$ cat config.mk
export PLATFORM = sky130hd
export DESIGN_NAME = flicker_stim_top
export DESIGN_NICKNAME = d
export VERILOG_FILES = /design/src/rtl/stim_pkg.sv /design/src/rtl/stim_vga_timing.sv /design/src/rtl/stim_flash_seq.sv /design/src/rtl/stim_cursor.sv /design/src/rtl/flicker_stim_top.sv
export SDC_FILE = /design/constraint.sdc
export NUM_CORES = 1
export LEC_CHECK = 0
export BUFFER_PORTS_ARGS = -buffer_cell sky130_fd_sc_hd__buf_2
export CAP_MARGIN = 5
export CORE_MARGIN = 2
export CORE_UTILIZATION = 35
export DETAILED_ROUTE_END_ITERATION = 6
export SYNTH_ARGS = -nofsm -noshare
export SYNTH_HDL_FRONTEND = slang
export SYNTH_SLANG_ARGS = --single-unit
$ cat constraint.sdc
create_clock -name clk -period 4 [get_ports clk]
set_clock_uncertainty 0.2 [all_clocks]
set_input_delay 0.2 -clock clk [delete_from_list [all_inputs] [get_ports clk]]
set_output_delay 0.2 -clock clk [all_outputs]
set_load 0.03 [all_outputs]
$ cat src/rtl/stim_pkg.sv
package stim_pkg;

    localparam int COORD_W = 12;
    localparam int NUM_TGT = 4;
    localparam int CH_W    = 8;

    typedef logic [COORD_W-1:0] coord_t;

    typedef struct packed {
        logic [CH_W-1:0] r;
        logic [CH_W-1:0] g;
        logic [CH_W-1:0] b;
    } rgb_t;

    typedef struct packed {
        coord_t x;
        coord_t y;
    } point_t;

    typedef enum logic [1:0] {
        SEQ_IDLE  = 2'd0,
        SEQ_FLASH = 2'd1,
        SEQ_PAUSE = 2'd2
    } seq_state_e;

    localparam rgb_t COL_BLACK = '{r: 8'd0,   g: 8'd0,   b: 8'd0};
    localparam rgb_t COL_WHITE = '{r: 8'd255, g: 8'd255, b: 8'd255};
    localparam rgb_t COL_BG    = '{r: 8'd47,  g: 8'd79,  b: 8'd79};
    localparam rgb_t COL_RED   = '{r: 8'd255, g: 8'd0,   b: 8'd0};
    localparam rgb_t COL_GLYPH = '{r: 8'd128, g: 8'd128, b: 8'd128};

    // Target placement: 0 top, 1 bottom, 2 left, 3 right
    function automatic int tgt_x(input int k, input int ha, input int sq, input int mg);
        case (k)
            0, 1:    return (ha - sq) / 2;
            2:       return mg;
            default: return ha - mg - sq;
        endcase
    endfunction

    function automatic int tgt_y(input int k, input int va, input int sq, input int mg);
        case (k)
            0:       return mg;
            1:       return va - mg - sq;
            default: return (va - sq) / 2;
        endcase
    endfunction

    // 3 wide x 5 tall digit art, row 0 in the top three bits
    function automatic logic [14:0] glyph_bits(input logic [1:0] d);
        case (d)
            2'd0:    return 15'b111_101_101_101_111;
            2'd1:    return 15'b010_110_010_010_111;
            2'd2:    return 15'b111_001_111_100_111;
            default: return 15'b111_001_111_001_111;
        endcase
    endfunction

    function automatic logic glyph_pixel(input logic [1:0] d, input logic [2:0] col,
                                         input logic [2:0] row);
        logic [14:0] bits;
        logic [3:0]  idx;
        bits = glyph_bits(d);
        idx  = 4'd14 - (4'(row) * 4'd3 + 4'(col));
        return bits[idx];
    endfunction

endpackage

$ cat src/rtl/stim_vga_timing.sv
module stim_vga_timing
    import stim_pkg::*;
#(
    parameter int H_ACTIVE = 640,
    parameter int H_FP     = 16,
    parameter int H_SYNC   = 96,
    parameter int H_BP     = 48,
    parameter int V_ACTIVE = 480,
    parameter int V_FP     = 10,
    parameter int V_SYNC   = 2,
    parameter int V_BP     = 33
) (
    input  logic   clk,
    input  logic   rst,
    output coord_t hcnt,
    output coord_t vcnt,
    output logic   active,
    output logic   hs_n,
    output logic   vs_n
);
    localparam int H_TOTAL = H_ACTIVE + H_FP + H_SYNC + H_BP;
    localparam int V_TOTAL = V_ACTIVE + V_FP + V_SYNC + V_BP;
    localparam int HS_BEG  = H_ACTIVE + H_FP;
    localparam int VS_BEG  = V_ACTIVE + V_FP;

    always_ff @(posedge clk) begin
        if (rst) begin
            hcnt <= '0;
            vcnt <= '0;
        end else if (hcnt == coord_t'(H_TOTAL - 1)) begin
            hcnt <= '0;
            vcnt <= (vcnt == coord_t'(V_TOTAL - 1)) ? '0 : vcnt + 1'b1;
        end else begin
            hcnt <= hcnt + 1'b1;
        end
    end

    assign active = (hcnt < coord_t'(H_ACTIVE)) && (vcnt < coord_t'(V_ACTIVE));
    assign hs_n   = !((hcnt >= coord_t'(HS_BEG)) && (hcnt < coord_t'(HS_BEG + H_SYNC)));
    assign vs_n   = !((vcnt >= coord_t'(VS_BEG)) && (vcnt < coord_t'(VS_BEG + V_SYNC)));

    AST_LINE_WRAP: assert property (@(posedge clk) disable iff (rst)
        (hcnt == coord_t'(H_TOTAL - 1)) |=> (hcnt == '0));
    AST_LINE_HOLD: assert property (@(posedge clk) disable iff (rst)
        (hcnt != coord_t'(H_TOTAL - 1)) |=> $stable(vcnt));
    AST_FRAME_WRAP: assert property (@(posedge clk) disable iff (rst)
        (hcnt == coord_t'(H_TOTAL - 1) && vcnt == coord_t'(V_TOTAL - 1)) |=> (vcnt == '0));

endmodule

$ cat src/rtl/stim_flash_seq.sv
module stim_flash_seq
    import stim_pkg::*;
#(
    parameter int HALF_PERIOD = 6293750,
    parameter int PHASE_OFS   = HALF_PERIOD / 2,
    parameter int FLASHES     = 10,
    parameter int PAUSE_LEN   = 75525000,
    parameter int ROUNDS      = 4
) (
    input  logic               clk,
    input  logic               rst,
    input  logic               start,
    output logic [NUM_TGT-1:0] flash,
    output logic [NUM_TGT-1:0] trig
);
    localparam int PERIOD    = 2 * HALF_PERIOD;
    localparam int ROUND_LEN = (NUM_TGT - 1) * PHASE_OFS + FLASHES * PERIOD;
    localparam int CW        = $clog2(ROUND_LEN + 1);
    localparam int PW        = $clog2(PAUSE_LEN + 1);
    localparam int RW        = $clog2(ROUNDS + 1);
    localparam int PHW       = $clog2(PERIOD);
    localparam int FW        = $clog2(FLASHES + 1);

    seq_state_e     state;
    logic [CW-1:0]  cnt;
    logic [PW-1:0]  pcnt;
    logic [RW-1:0]  rounds;

    always_ff @(posedge clk) begin
        if (rst) begin
            state  <= SEQ_IDLE;
            cnt    <= '0;
            pcnt   <= '0;
            rounds <= '0;
        end else begin
            case (state)
                SEQ_IDLE: if (start) begin
                    state  <= SEQ_FLASH;
                    cnt    <= '0;
                    rounds <= '0;
                end
                SEQ_FLASH: if (cnt == CW'(ROUND_LEN)) begin
                    cnt    <= '0;
                    rounds <= rounds + 1'b1;
                    if (rounds == RW'(ROUNDS - 1)) begin
                        state <= SEQ_IDLE;
                    end else begin
                        state <= SEQ_PAUSE;
                        pcnt  <= '0;
                    end
                end else begin
                    cnt <= cnt + 1'b1;
                end
                SEQ_PAUSE: if (pcnt == PW'(PAUSE_LEN - 1)) begin
                    state <= SEQ_FLASH;
                    cnt   <= '0;
                end else begin
                    pcnt <= pcnt + 1'b1;
                end
                default: state <= SEQ_IDLE;
            endcase
        end
    end

    // One phase-delayed blink generator per target, launched off the round counter
    for (genvar k = 0; k < NUM_TGT; k++) begin : g_tgt
        localparam logic [CW-1:0] LAUNCH = CW'(k * PHASE_OFS);
        logic           run;
        logic [PHW-1:0] ph;
        logic [FW-1:0]  fc;

        always_ff @(posedge clk) begin
            if (rst) begin
                run <= 1'b0;
                ph  <= '0;
                fc  <= '0;
            end else if (state == SEQ_FLASH && cnt == LAUNCH) begin
                run <= 1'b1;
                ph  <= '0;
                fc  <= '0;
            end else if (run) begin
                if (ph == PHW'(PERIOD - 1)) begin
                    ph <= '0;
                    if (fc == FW'(FLASHES - 1)) run <= 1'b0;
                    else fc <= fc + 1'b1;
                end else begin
                    ph <= ph + 1'b1;
                end
            end
        end

        assign flash[k] = run && (ph < PHW'(HALF_PERIOD));
        assign trig[k]  = run && (ph == '0);

        AST_TRIG_PULSE: assert property (@(posedge clk) disable iff (rst)
            trig[k] |=> !trig[k]);
    end

    AST_IDLE_DARK: assert property (@(posedge clk) disable iff (rst)
        (state == SEQ_IDLE) |-> (flash == '0));

endmodule

$ cat src/rtl/stim_cursor.sv
module stim_cursor
    import stim_pkg::*;
#(
    parameter int H_ACTIVE = 640,
    parameter int V_ACTIVE = 480,
    parameter int SQ_SIZE  = 96,
    parameter int MARGIN   = 16,
    parameter int CUR_SIZE = 16,
    parameter int CUR_DIV  = 50000
) (
    input  logic       clk,
    input  logic       rst,
    input  logic       move,
    input  logic [1:0] move_tgt,
    output point_t     pos
);
    localparam int DW    = $clog2(CUR_DIV + 1);
    localparam int INSET = (SQ_SIZE - CUR_SIZE) / 2;
    localparam point_t HOME = '{x: coord_t'((H_ACTIVE - CUR_SIZE) / 2),
                                y: coord_t'((V_ACTIVE - CUR_SIZE) / 2)};

    point_t        dest;
    logic [DW-1:0] div;

    function automatic point_t dest_of(input logic [1:0] t);
        point_t d;
        d.x = coord_t'(tgt_x(int'(t), H_ACTIVE, SQ_SIZE, MARGIN) + INSET);
        d.y = coord_t'(tgt_y(int'(t), V_ACTIVE, SQ_SIZE, MARGIN) + INSET);
        return d;
    endfunction

    function automatic coord_t step_to(input coord_t cur, input coord_t dst);
        if (cur < dst) return cur + 1'b1;
        if (cur > dst) return cur - 1'b1;
        return cur;
    endfunction

    always_ff @(posedge clk) begin
        if (rst) begin
            pos  <= HOME;
            dest <= HOME;
            div  <= '0;
        end else begin
            if (move) dest <= dest_of(move_tgt);
            if (div == DW'(CUR_DIV - 1)) begin
                div   <= '0;
                pos.x <= step_to(pos.x, dest.x);
                pos.y <= step_to(pos.y, dest.y);
            end else begin
                div <= div + 1'b1;
            end
        end
    end

    AST_CUR_STEP_X: assert property (@(posedge clk) disable iff (rst)
        1'b1 |=> (pos.x == $past(pos.x) || pos.x == $past(pos.x) + 1'b1
                  || pos.x == $past(pos.x) - 1'b1));
    AST_CUR_STEP_Y: assert property (@(posedge clk) disable iff (rst)
        1'b1 |=> (pos.y == $past(pos.y) || pos.y == $past(pos.y) + 1'b1
                  || pos.y == $past(pos.y) - 1'b1));

endmodule

$ cat src/rtl/flicker_stim_top.sv
module flicker_stim_top
    import stim_pkg::*;
#(
    parameter int H_ACTIVE    = 640,
    parameter int H_FP        = 16,
    parameter int H_SYNC      = 96,
    parameter int H_BP        = 48,
    parameter int V_ACTIVE    = 480,
    parameter int V_FP        = 10,
    parameter int V_SYNC      = 2,
    parameter int V_BP        = 33,
    parameter int SQ_SIZE     = 96,
    parameter int MARGIN      = 16,
    parameter int CUR_SIZE    = 16,
    parameter int CUR_DIV     = 50000,
    parameter int HALF_PERIOD = 6293750,
    parameter int PHASE_OFS   = HALF_PERIOD / 2,
    parameter int FLASHES     = 10,
    parameter int PAUSE_LEN   = 75525000,
    parameter int ROUNDS      = 4
) (
    input  logic       clk,
    input  logic       rst,
    input  logic       start,
    input  logic       move,
    input  logic [1:0] move_tgt,
    output logic       hsync_n,
    output logic       vsync_n,
    output logic [7:0] red,
    output logic [7:0] green,
    output logic [7:0] blue,
    output logic [3:0] trig
);
    localparam int GX = (SQ_SIZE - 3) / 2;
    localparam int GY = (SQ_SIZE - 5) / 2;

    coord_t             hcnt, vcnt;
    logic               active, hs_n, vs_n;
    logic [NUM_TGT-1:0] flash, trig_raw, in_sq, in_gl;
    point_t             cur;
    logic               in_cur;
    rgb_t               pix, pix_q;
    logic               hs_q, vs_q;
    logic [NUM_TGT-1:0] trig_q;

    stim_vga_timing #(
        .H_ACTIVE(H_ACTIVE), .H_FP(H_FP), .H_SYNC(H_SYNC), .H_BP(H_BP),
        .V_ACTIVE(V_ACTIVE), .V_FP(V_FP), .V_SYNC(V_SYNC), .V_BP(V_BP)
    ) u_timing (
        .clk(clk), .rst(rst), .hcnt(hcnt), .vcnt(vcnt),
        .active(active), .hs_n(hs_n), .vs_n(vs_n)
    );

    stim_flash_seq #(
        .HALF_PERIOD(HALF_PERIOD), .PHASE_OFS(PHASE_OFS), .FLASHES(FLASHES),
        .PAUSE_LEN(PAUSE_LEN), .ROUNDS(ROUNDS)
    ) u_seq (
        .clk(clk), .rst(rst), .start(start), .flash(flash), .trig(trig_raw)
    );

    stim_cursor #(
        .H_ACTIVE(H_ACTIVE), .V_ACTIVE(V_ACTIVE), .SQ_SIZE(SQ_SIZE),
        .MARGIN(MARGIN), .CUR_SIZE(CUR_SIZE), .CUR_DIV(CUR_DIV)
    ) u_cursor (
        .clk(clk), .rst(rst), .move(move), .move_tgt(move_tgt), .pos(cur)
    );

    // Per-target shape hit tests
    for (genvar k = 0; k < NUM_TGT; k++) begin : g_shape
        localparam int OX = tgt_x(k, H_ACTIVE, SQ_SIZE, MARGIN);
        localparam int OY = tgt_y(k, V_ACTIVE, SQ_SIZE, MARGIN);
        logic       in_box;
        logic [2:0] gcol, grow;

        assign in_sq[k] = (hcnt >= coord_t'(OX)) && (hcnt < coord_t'(OX + SQ_SIZE))
                       && (vcnt >= coord_t'(OY)) && (vcnt < coord_t'(OY + SQ_SIZE));
        assign in_box   = (hcnt >= coord_t'(OX + GX)) && (hcnt < coord_t'(OX + GX + 3))
                       && (vcnt >= coord_t'(OY + GY)) && (vcnt < coord_t'(OY + GY + 5));
        assign gcol     = 3'(hcnt - coord_t'(OX + GX));
        assign grow     = 3'(vcnt - coord_t'(OY + GY));
        assign in_gl[k] = in_box && glyph_pixel(2'(k), gcol, grow);
    end

    assign in_cur = (hcnt >= cur.x) && (hcnt < cur.x + coord_t'(CUR_SIZE))
                 && (vcnt >= cur.y) && (vcnt < cur.y + coord_t'(CUR_SIZE));

    // Layer priority: blanking, cursor, digit, lit square, dark square, background
    always_comb begin
        if (!active)                pix = COL_BLACK;
        else if (in_cur)            pix = COL_RED;
        else if (|in_gl)            pix = COL_GLYPH;
        else if (|(in_sq & flash))  pix = COL_WHITE;
        else if (|in_sq)            pix = COL_BLACK;
        else                        pix = COL_BG;
    end

    always_ff @(posedge clk) begin
        if (rst) begin
            hs_q   <= 1'b1;
            vs_q   <= 1'b1;
            pix_q  <= COL_BLACK;
            trig_q <= '0;
        end else begin
            hs_q   <= hs_n;
            vs_q   <= vs_n;
            pix_q  <= pix;
            trig_q <= trig_raw;
        end
    end

    assign hsync_n = hs_q;
    assign vsync_n = vs_q;
    assign red     = pix_q.r;
    assign green   = pix_q.g;
    assign blue    = pix_q.b;
    assign trig    = trig_q;

    AST_SYNC_BLANK: assert property (@(posedge clk) disable iff (rst)
        (!hsync_n || !vsync_n) |-> (red == '0 && green == '0 && blue == '0));
    AST_TRIG_LIT: assert property (@(posedge clk) disable iff (rst)
        (trig_raw != '0) |-> ((trig_raw & flash) == trig_raw));

endmodule

; Yosys cells after proc, flatten, opt, wreduce, memory -nomap -nowiden
; Memories as Yosys holds them, arrays and structs flattened.
; Cells that the tools add are included.
[word_totals]
regBits = 294
romBits = 64
in_bits = 6
mem_count = 4
elab_cells = 306
output_inout_bits = 30
[op_classes]
magnitude_cmp = 46
n_addsub = 36
mux = 73
bitwise = 6
reduce_logical = 81
mul = 3
n_eq_ne = 26
[memory_table]
columns = name, words, word_bits, rd, rd_ports_with_merged_regs, write_ports, line
row1 = (no name shown), 16, 1, 1, 0, 0, stim_pkg.sv:65  ; return bits[idx];
row2 = (no name shown), 16, 1, 1, 0, 0, stim_pkg.sv:65
row3 = (no name shown), 16, 1, 1, 0, 0, stim_pkg.sv:65
row4 = (no name shown), 16, 1, 1, 0, 0, stim_pkg.sv:65
[ops]
columns = cell, n
row1 = $mux 24, 7
row2 = $mux 12, 13
row3 = $add 24x1->24 const B, 4
row4 = $eq 24x24->1 const B, 4
row5 = $logic_not 24->1, 4
row6 = $lt 24x23->1 const B, 4
row7 = $lt 12x9->1 const B, 7
row8 = $mux 28, 3
row9 = $pmux 28 s3, 1
row10 = $mux 27, 3
row11 = $ge 12x9->1 const B, 5
row12 = $pmux 27 s2, 1
row13 = $add 12x1->12 const B, 4
row14 = $lt 12x10->1 const B, 4
row15 = $lt 12x12->1, 4
row16 = $lt 12x7->1 const B, 4
row17 = $logic_and 1x1->1, 44
row18 = $ge 12x10->1 const B, 3
row19 = $mux 1, 34
row20 = $add 28x1->28 const B, 1
row21 = $eq 28x22->1 const B, 1
row22 = $eq 28x23->1 const B, 1
row23 = $eq 28x24->1 const B, 1
row24 = $eq 28x28->1 const B, 1
row25 = 48 further kinds, 113

; Longest topological paths before layout
; Gate-level depths: netlist (run 1).
[depth]
word_depth = 10
depth_mapped = 13

; By module
; From an unflattened synthesis (run 1), not the netlist that was laid out.
[unflattened]
hier_cells = 1963
hier_area_um2 = 15833.9
[by_module_without_submodules]
columns = module, seq_area_each_um2, area_per_inst_um2, cells_each, n_inst
row1 = stim_flash_seq, 3523.4, 8907.3, 1106, 1
row2 = stim_cursor, 960.9, 3090.5, 390, 1
row3 = flicker_stim_top, 240.2, 2612.5, 324, 1
row4 = stim_vga_timing, 480.5, 1223.7, 143, 1

; Worst setup path after synthesis (run 1)
; OpenSTA, ideal clock, no wires.
[synth_timing]
path_type = register -> register
from = register u_timing.vcnt[1]
to = register pix_q (netlist bit red[7])
setup_ns = 0.122
arrival_time_ns = 3.251
synth_period_minus_slack_ns = 3.573
n_path_buf = 0
slack_ns = 0.427
stages_incl_launch_ff = 13
path_cell_list = dfxtp_1 inv_1 ha_1 xor2_1 fa_1 ha_1 o21a_1 or3_1 o2bb2ai_1 a22o_1 a32oi_1 nor2b_1 a21oi_1
[synth_between]
elab_chain_len = 10
[synth_lines]
columns = item, line
row1 = from (decl), stim_vga_timing.sv:16  ; output coord_t vcnt,
row2 = from (signal assigned), stim_vga_timing.sv:32  ; vcnt <= (vcnt == coord_t'(V_TOTAL - 1)) ? '0 : vcnt + 1'b1;
row3 = $sub 3x3->3, flicker_stim_top.sv:80  ; assign grow = 3'(vcnt - coord_t'(OY + GY));
row4 = $mul 3x2->4, stim_pkg.sv:64  ; idx = 4'd14 - (4'(row) * 4'd3 + 4'(col));
row5 = $add 4x3->4, stim_pkg.sv:64
row6 = $sub 4x4->4, stim_pkg.sv:64
row7 = $mem_v2 16x1, -
row8 = $mux 1 (implied by the code), stim_pkg.sv:65
row9 = $logic_and 1x1->1, flicker_stim_top.sv:81  ; assign in_gl[k] = in_box && glyph_pixel(2'(k), gcol, grow);
row10 = $reduce_or 4->1, flicker_stim_top.sv:91  ; else if (|in_gl) pix = COL_GLYPH;
row11 = $mux 24, flicker_stim_top.sv:91
row12 = $mux 24, flicker_stim_top.sv:90  ; else if (in_cur) pix = COL_RED;
row13 = to (signal assigned), flicker_stim_top.sv:106  ; pix_q <= pix;
row14 = to (decl), flicker_stim_top.sv:42  ; rgb_t pix, pix_q;
; Several ways; a longest one is shown, not always the timed one. The select of a mux whose other input is x is not followed.
; A chain may end at the register's enable or synchronous reset.

; Worst setup path after layout (run 1)
[layout_timing]
from = register u_seq.cnt[1]
to = register u_seq.pcnt[25]
[layout_between]
elab_chain_len = 3
[layout_lines]
columns = item, line
row1 = from (decl), stim_flash_seq.sv:25  ; logic [CW-1:0] cnt;
row2 = from (signal assigned), stim_flash_seq.sv:52  ; cnt <= cnt + 1'b1;
row3 = $eq 28x28->1, stim_flash_seq.sv:42  ; SEQ_FLASH: if (cnt == CW'(ROUND_LEN)) begin
row4 = $ne 2x1->1 (no source line), -
row5 = $reduce_and 4->1 (no source line), -
row6 = to (signal assigned), stim_flash_seq.sv:58  ; pcnt <= pcnt + 1'b1;
row7 = to (decl), stim_flash_seq.sv:26  ; logic [PW-1:0] pcnt;
; Every way passes these cells.

==> impl_results.md, run 1 <==
* Commonest non-fill, non-tap cell in the layout: nor2_1
* Crit-path cells: inv_1 > ha_1 > or4bb_1 > nor4_4 > nand3_2 > o32a_1 > or3_1 > or3_1 > a21oi_1
* Number of port buffers at 35
* CTS Buffer Depth at 3
* Synth Area per Inst at a little over 8 um2
* Worst path most repeated cell: or3_1
* # nets final at 1909
* Most frequent cells in the layout: nor2_1 (301), dfxtp_1 (260), nand2_1 (135)
* Post-CTS sizing at 0
* Fillcell total at between 4000 and 5000
* Largest net degree at the start of global routing at 34
* Clock Latency Late Sink at ~520 ps
* Area Overhead vs Synth at 12.06%
* Placer Congestion at between 0.8 and 0.9
* Clock-pin slew on the worst setup and hold paths at approximately 50 ps
* Slew Viols, Final at 0
* Yosys reg bits at 260
* Hold Vio Cnt, Final at 0
* DR vias at between 10000 and 15000
* Measured slew at the worst slew-check pin at ~900 ps
* Period minus WS final at ~3500 ps
* Remaining DRCs at 0
* EDFF count, synth at 0
* Synth async-reset ratio at 0
* Peak supply drop at between 200 and 250 uV
* Root buf cell: clkbuf_16
* Largest cells by area after synthesis: dfxtp_1 (36%), ha_1 (8.4%), nor2_1 (7.8%)
* Cts bufs inserted at 34
* Io pins at 36
* Initial Util at 0.3558
* CORE AREA at slightly above 40000 um2
* Initial antenna violation count at 2
* Status: complete, no violations
* Register area share after synthesis at 0.3575
* Critical setup path kind: reg -> reg
* Global-route wire length before repair at between 50000 and 60000 um
* Syn_nets at about 1900
* Post-DRT Antenna Nets at 0
* Via density at 5.089
* CTS tree: yes
* Worst hold path depth at 2
* Die Ht at 208.0 um
* Power per Cell Area at ~360 nW/um2
* Post-synth top area cell: dfxtp_1
* Mapped Area at ~15000 um2
* WP data arrival at approximately 3800 ps
* Worst Hold Slack at roughly 250 ps
* Cts-stage hold buffer count at 8
* Grt total ovfl at 0
* Yosys warns at 0
* Post-CTS Setup Inserts at 0
* Main synth FF type: dfxtp_1
* RSZ-0062 raised after global routing: no
* FF-to-FF setup slack at about 500 ps
* Number of global-route vias before repair at between 10000 and 15000
* CP max stage delay at 550 ps
* Worst Path Buf+Inv at 1
* MaxCap Viol Count at 0
* H-Tree Depth at 2
* GRT Total Usage at 0.1467
* Crit-path max FO at 11
* 1st-pass router iterations at 5
* Final setup fails at 0
* Reg2Reg Depth at 9
* Hold crit path type: reg -> reg
* Setup crit end kind: flop
* Routed len/inst at approximately 14 um
* Fin util at 0.3987
* Netlist cell types at 71
* Detailed Route Iter0 Violations at roughly 610
* Layout cells sized above 1 at 0.06418
* DRT Wirelength at around 32000 um
* Slowest-stage cell, CP: or3_1
* Post-DP HPWL at between 20000 and 25000 um
* Total stage count of the critical path at 9
* Relative slew slack at 0.3962
* # rows at 74
* Period Utilization, post-route at 0.8761
* Post-Syn Instances at 1789
* Clock Sinks at 260
* Max Clk Rate at roughly 290 MHz
* Die X-Extent at between 200 and 250 um
* Worst Setup Start Kind: flop
* Yosys top cell area share at 0.3575
* Leakage power at 6.146 nW
* Overall power at between 0.005 and 0.006 W
* Worst path required time at around 4200 ps
* Die ar. at 43250 um2
* Total negative setup slack at 0 ps
* Crit path max-delay family: simple AND/OR/NAND/NOR gates
==> final timing paths <==
kind,startpoint,end
worst max-delay path,u_seq.cnt[1]$_SDFFE_PP0P_,u_seq.pcnt[25]$_SDFFE_PP0P_
worst min-delay path,u_cursor.dest[9]$_SDFFE_PP0P_,u_cursor.dest[9]$_SDFFE_PP0P_
worst max register to register,u_seq.cnt[1]$_SDFFE_PP0P_,u_seq.pcnt[25]$_SDFFE_PP0P_
worst min register to register,u_cursor.dest[9]$_SDFFE_PP0P_,u_cursor.dest[9]$_SDFFE_PP0P_
==> logic make-up after synthesis <==
group | share of synthesized area
compound gates | 0.07029
xor+xnor | 0.1257
fa+ha+maj | 0.08971
buf+inv | 0.04915
flops | 0.3575
mux | 0.01031
simple gates | 0.2973
==> through the flow <==
step                setup slack [ps]  cells  instance area [um2]
detailed placement             495.7   2289                15110
global placement               579.3   2289                15110
floorplan                      426.5   1789                14560
finish                         495.4   2356                16320
CTS                            494.4   2355                16310
global route                   242.2   2356                16320
==> cell usage after synthesis (4+ instances only) <==
library cell and instances:
nor2_1 301, dfxtp_1 260, nand2_1 135, xor2_1 114, ha_1 98, xnor2_1 95
inv_1 89, nand3_1 87, nand4_1 79, nor3_1 59, a21oi_1 55, clkbuf_1 53
o21ai_0 53, nor4_1 35, and3_1 29, or3_1 24, buf_4 18, mux2i_1 15
nor2b_1 15, and4_1 14, nand2b_1 12, nor4b_1 12, a21o_1 11, or4_1 11
a211oi_1 10, or2_2 10, a31oi_1 7, nand3b_1 7, and2_1 5, o21a_1 5
buf_1 4, fa_1 4, nand4b_1 4, nor4bb_1 4
==> sequential cells by signal (all words and copies together) (netlist names) <==
| name | flops |
|---|---|
| u_seq.g_tgt.fc | 16 |
| u_cursor.pos | 24 |
| u_seq.state | 2 |
| vsync_n | 1 |
| hsync_n | 1 |
| red | 3 |
| u_cursor.dest | 8 |
| green | 3 |
| u_cursor.div | 16 |
| u_seq.rounds | 3 |
| u_seq.pcnt | 27 |
| u_seq.g_tgt.ph | 96 |
| u_timing.vcnt | 12 |
| trig | 4 |
| u_timing.hcnt | 12 |
| u_seq.cnt | 28 |
| u_seq.g_tgt.run | 4 |
==> metal layers <==
layer | up-vias | GRT usage | part of all wire
li1 | 6190 | - | -
met1 | 5541 | 0.1982 | 0.49
met2 | 203 | 0.2362 | 0.44
met3 | 55 | 0.02642 | 0.044
met4 | 0 | 0.04818 | 0.023
met5 | - | 0 | 0
==> where the power goes <==
part / total (W) / internal, W / switching, W
Sequential: 0.00263 / 0.00261 / 0.0000180
Combinational: 0.000278 / 0.0000980 / 0.000180
Clock: 0.00303 / 0.00191 / 0.00113
==> worst register-to-register path, stage by stage, from the launching register on <==
cell	delay [ps]
dfxtp_1	340
inv_1	120
ha_1	180
or4bb_1	540
nor4_4	290
nand3_2	170
o32a_1	530
or3_1	550
or3_1	390
a21oi_1	140
==> cell type report <==
type | count | area (um2) | share of cell area
inverters | 89 | 334.1 | 0.02048
clock inverters | 9 | 130.1 | 0.007975
repair buffers | 55 | 345.3 | 0.02117
multi-input cells | 1361 | 8645 | 0.5298
clock buffers | 49 | 988.4 | 0.06058
well taps | 532 | 665.6 | 0.04080
diodes | 1 | 2.502 | 0.0001534
flip-flops and latches | 260 | 5205 | 0.3190
Note: power is estimated with default switching activity, not from simulation.
==> run 2, diff against run 1 <==
--- a/config.mk
+++ b/config.mk
@@ -8,8 +8,10 @@
 export BUFFER_PORTS_ARGS = -buffer_cell sky130_fd_sc_hd__buf_2
 export CAP_MARGIN = 5
 export CORE_MARGIN = 2
-export CORE_UTILIZATION = 35
+export CORE_UTILIZATION = 60
 export DETAILED_ROUTE_END_ITERATION = 6
+export GPL_ROUTABILITY_DRIVEN = 0
+export PLACE_DENSITY = 0.77
 export SYNTH_ARGS = -nofsm -noshare
 export SYNTH_HDL_FRONTEND = slang
 export SYNTH_SLANG_ARGS = --single-unit
==> run 2 against run 1 <==
Compared with the run above:
- sequential cell count did not move
- via count rose by 0.83%
- non-clock buffer count fell by 5
- routed wire length fell by 5.1%
- setup slack got worse by 270 ps
- register-to-register slack got worse by 270 ps
- die area fell by 41%
- combinational power rose by 2%
- critical endpoint is now red[7]$_SDFF_PP0_
==> impl_results.md, run 2 (same netlist as run 1, synthesis figures left out) <==
* Status: complete, no violations
* Number of port buffers at 35 (unchanged)
* CTS tree: yes
* Top reg by flops: u_seq.g_tgt.ph
* # nets final at 1899 (-0.52%)
* Post-CTS Setup Inserts at 0 (unchanged)
* Number of global-route vias before repair at 11320 (-1.3%)
* Period Utilization, post-route at 0.9443 (+0.06819)
* Setup crit end kind: flop
* MaxCap Viol Count at 0 (unchanged)
* Leakage power at 6.001 nW (-2.4%)
* CORE AREA at 24110 um2 (-41%)
* Worst Setup Start Kind: flop
* Die X-Extent at 159.8 um (-23%)
* Layout cells sized above 1 at 0.05808 (-0.006105)
* Final instance area at 15770 um2 (-3.3%)
* Root buf cell: clkbuf_16
* GRT Total Usage at 0.2338 (+0.08710)
* Relative slew slack at 0.4027 (+0.006528)
* Most frequent cells in the layout: nor2_1 (301), dfxtp_1 (259), nand2_1 (135)
* Initial Util at 0.6040 (+0.2482)
* H-Tree Depth at 1 (-1)
* N_diodes at 0 (-1)
* Largest regs: u_seq.g_tgt.ph (96), u_seq.cnt (28), u_seq.pcnt (27)
* Clock-pin slew on the worst setup and hold paths at 60 ps (about the same)
* Peak supply drop at 285.6 uV (+32%)
* Critical setup path kind: reg -> reg
* Via density at 5.670 (+11%)
* Clock Sinks at 260 (unchanged)
* # rows at 57 (-23%)
* Largest net degree at the start of global routing at 38 (+12%)
* Measured slew at the worst slew-check pin at 893.8 ps (-9.769 ps)
* Setup WS post-layout at 222.7 ps (-272.8 ps)
* Remaining DRCs at 0 (unchanged)
* DR vias at 12090 (+0.83%)
* Post-place setup slack at 265.8 ps (-229.9 ps)
* Max Clk Rate at 264.7 MHz (-7.2%)
* WP data arrival at 3990 ps (+240 ps)
* Io pins at 36 (unchanged)
* FF-to-FF setup slack at 220 ps (-270 ps)
* Hold Vio Cnt, Final at 0 (unchanged)
* Crit-path max FO at 8 (-3)
* DRT Wirelength at 30380 um (-5.1%)
* Initial antenna violation count at 0 (-2)
* Die ar. at 25530 um2 (-41%)
* Area Overhead vs Synth at 8.318%
* Grt total ovfl at 0 (unchanged)
* Slew Viols, Final at 0 (unchanged)
* Post-DP HPWL at 21940 um (-4.2%)
* Final setup fails at 0 (unchanged)
* 1st-pass router iterations at 5 (unchanged)
* Power per Cell Area at 338.7 nW/um2 (-6.9%)
* Routed len/inst at 14.25 um (+4.8%)
* Period minus WS final at 3777 ps (+272.8 ps)
* Post-DRT Antenna Nets at 0 (unchanged)
* Global-route wire length before repair at 51780 um (-5.4%)
* Commonest non-fill, non-tap cell in the layout: nor2_1
* Die Ht at 159.8 um (-23%)
* Max FFs per register at 96 (unchanged)
* Detailed Route Iter0 Violations at 708 (+16%)
* CTS Buffer Depth at 3 (unchanged)
* Cts bufs inserted at 29 (-15%)
* Clock Latency Late Sink at 540 ps (+20 ps)
* Worst path required time at 4210 ps (-30 ps)
* Placement Cell Area at 14820 um2 (-1.9%)
* Hold crit path type: reg -> reg
run 2: changes by cell type in the layout (fill, tap and decap cells not counted), sizes merged:
cell / change
buf: -4
clkinvlp: +1
clkinv: -1
bufinv: -3
dlygate4sd3: -1
clkbuf: -6
inv: -1
diode: -1
run 2: worst max-delay path, cell delays in order, from the launching register on:
cell and delay [ps]:
dfxtp_1 470, inv_1 170, ha_1 250, xor2_1 230, fa_1 480, ha_1 360
o21a_1 150, or3_1 390, o2bb2ai_1 150, a22o_1 210, a32oi_1 290, nor2b_1 230
a21oi_1 90
run 2: metrics by stage:
| stage | util | total power (W) | cells | setup TNS [ps] | hold slack, ps |
|---|---|---|---|---|---|
| 4_1_cts | 0.6539 | 0.005394 | 2132 | 0 | 253.4 |
| 3_5_place_dp | 0.6150 | 0.002954 | 2077 | 0 | 240.6 |
| 6_report | 0.6543 | 0.005342 | 2132 | 0 | 247.6 |
| 2_1_floorplan | - | 0.002896 | 1789 | 0 | 145.9 |
| 5_1_grt | 0.6543 | 0.005535 | 2132 | -3.749 | 279.9 |
| 3_3_place_gp | 0.6150 | 0.002946 | 2077 | 0 | 233.7 |
run 2: final cells by class:
type / count / area, um2
multi-input combinational: 1361 / 8652
fill: 2046 / 8334
sequential: 260 / 5206
clock buffer: 43 / 838.3
tap: 324 / 405.4
inverter: 89 / 334.1
timing repair buffer: 50 / 305.3
clock inverter: 5 / 30.03
run 2: final timing paths:
path,from,to,cells after the start
min,u_cursor.div[0]$_SDFF_PP0_,u_cursor.div[0]$_SDFF_PP0_,1
min reg2reg,u_cursor.div[0]$_SDFF_PP0_,u_cursor.div[0]$_SDFF_PP0_,1
max,u_timing.vcnt[0]$_SDFFE_PP0P_,red[7]$_SDFF_PP0_,12
max reg2reg,u_timing.vcnt[0]$_SDFFE_PP0P_,red[7]$_SDFF_PP0_,12
run 2: timing repair:
action | 4_1_cts | 5_1_grt
resized for setup | 0 | 3
endpoints found under the hold margin | 18 | 0
hold buffers | 7 | 0
endpoints found under the setup margin | 0 | 2
run 2: where the power goes:
part	switching (W)	internal, W
Clock	0.00100	0.00143
Sequential	0.0000181	0.00261
Combinational	0.000184	0.000100
Total	0.00121	0.00414
run 2: layer usage:
layer,vias to the layer above,global-route usage,routed length (um)
li1,6157,-,-
met1,5646,0.3129,14290
met2,232,0.3957,14030
met3,54,0.03429,1308
met4,0,0.06429,748
met5,-,0,0
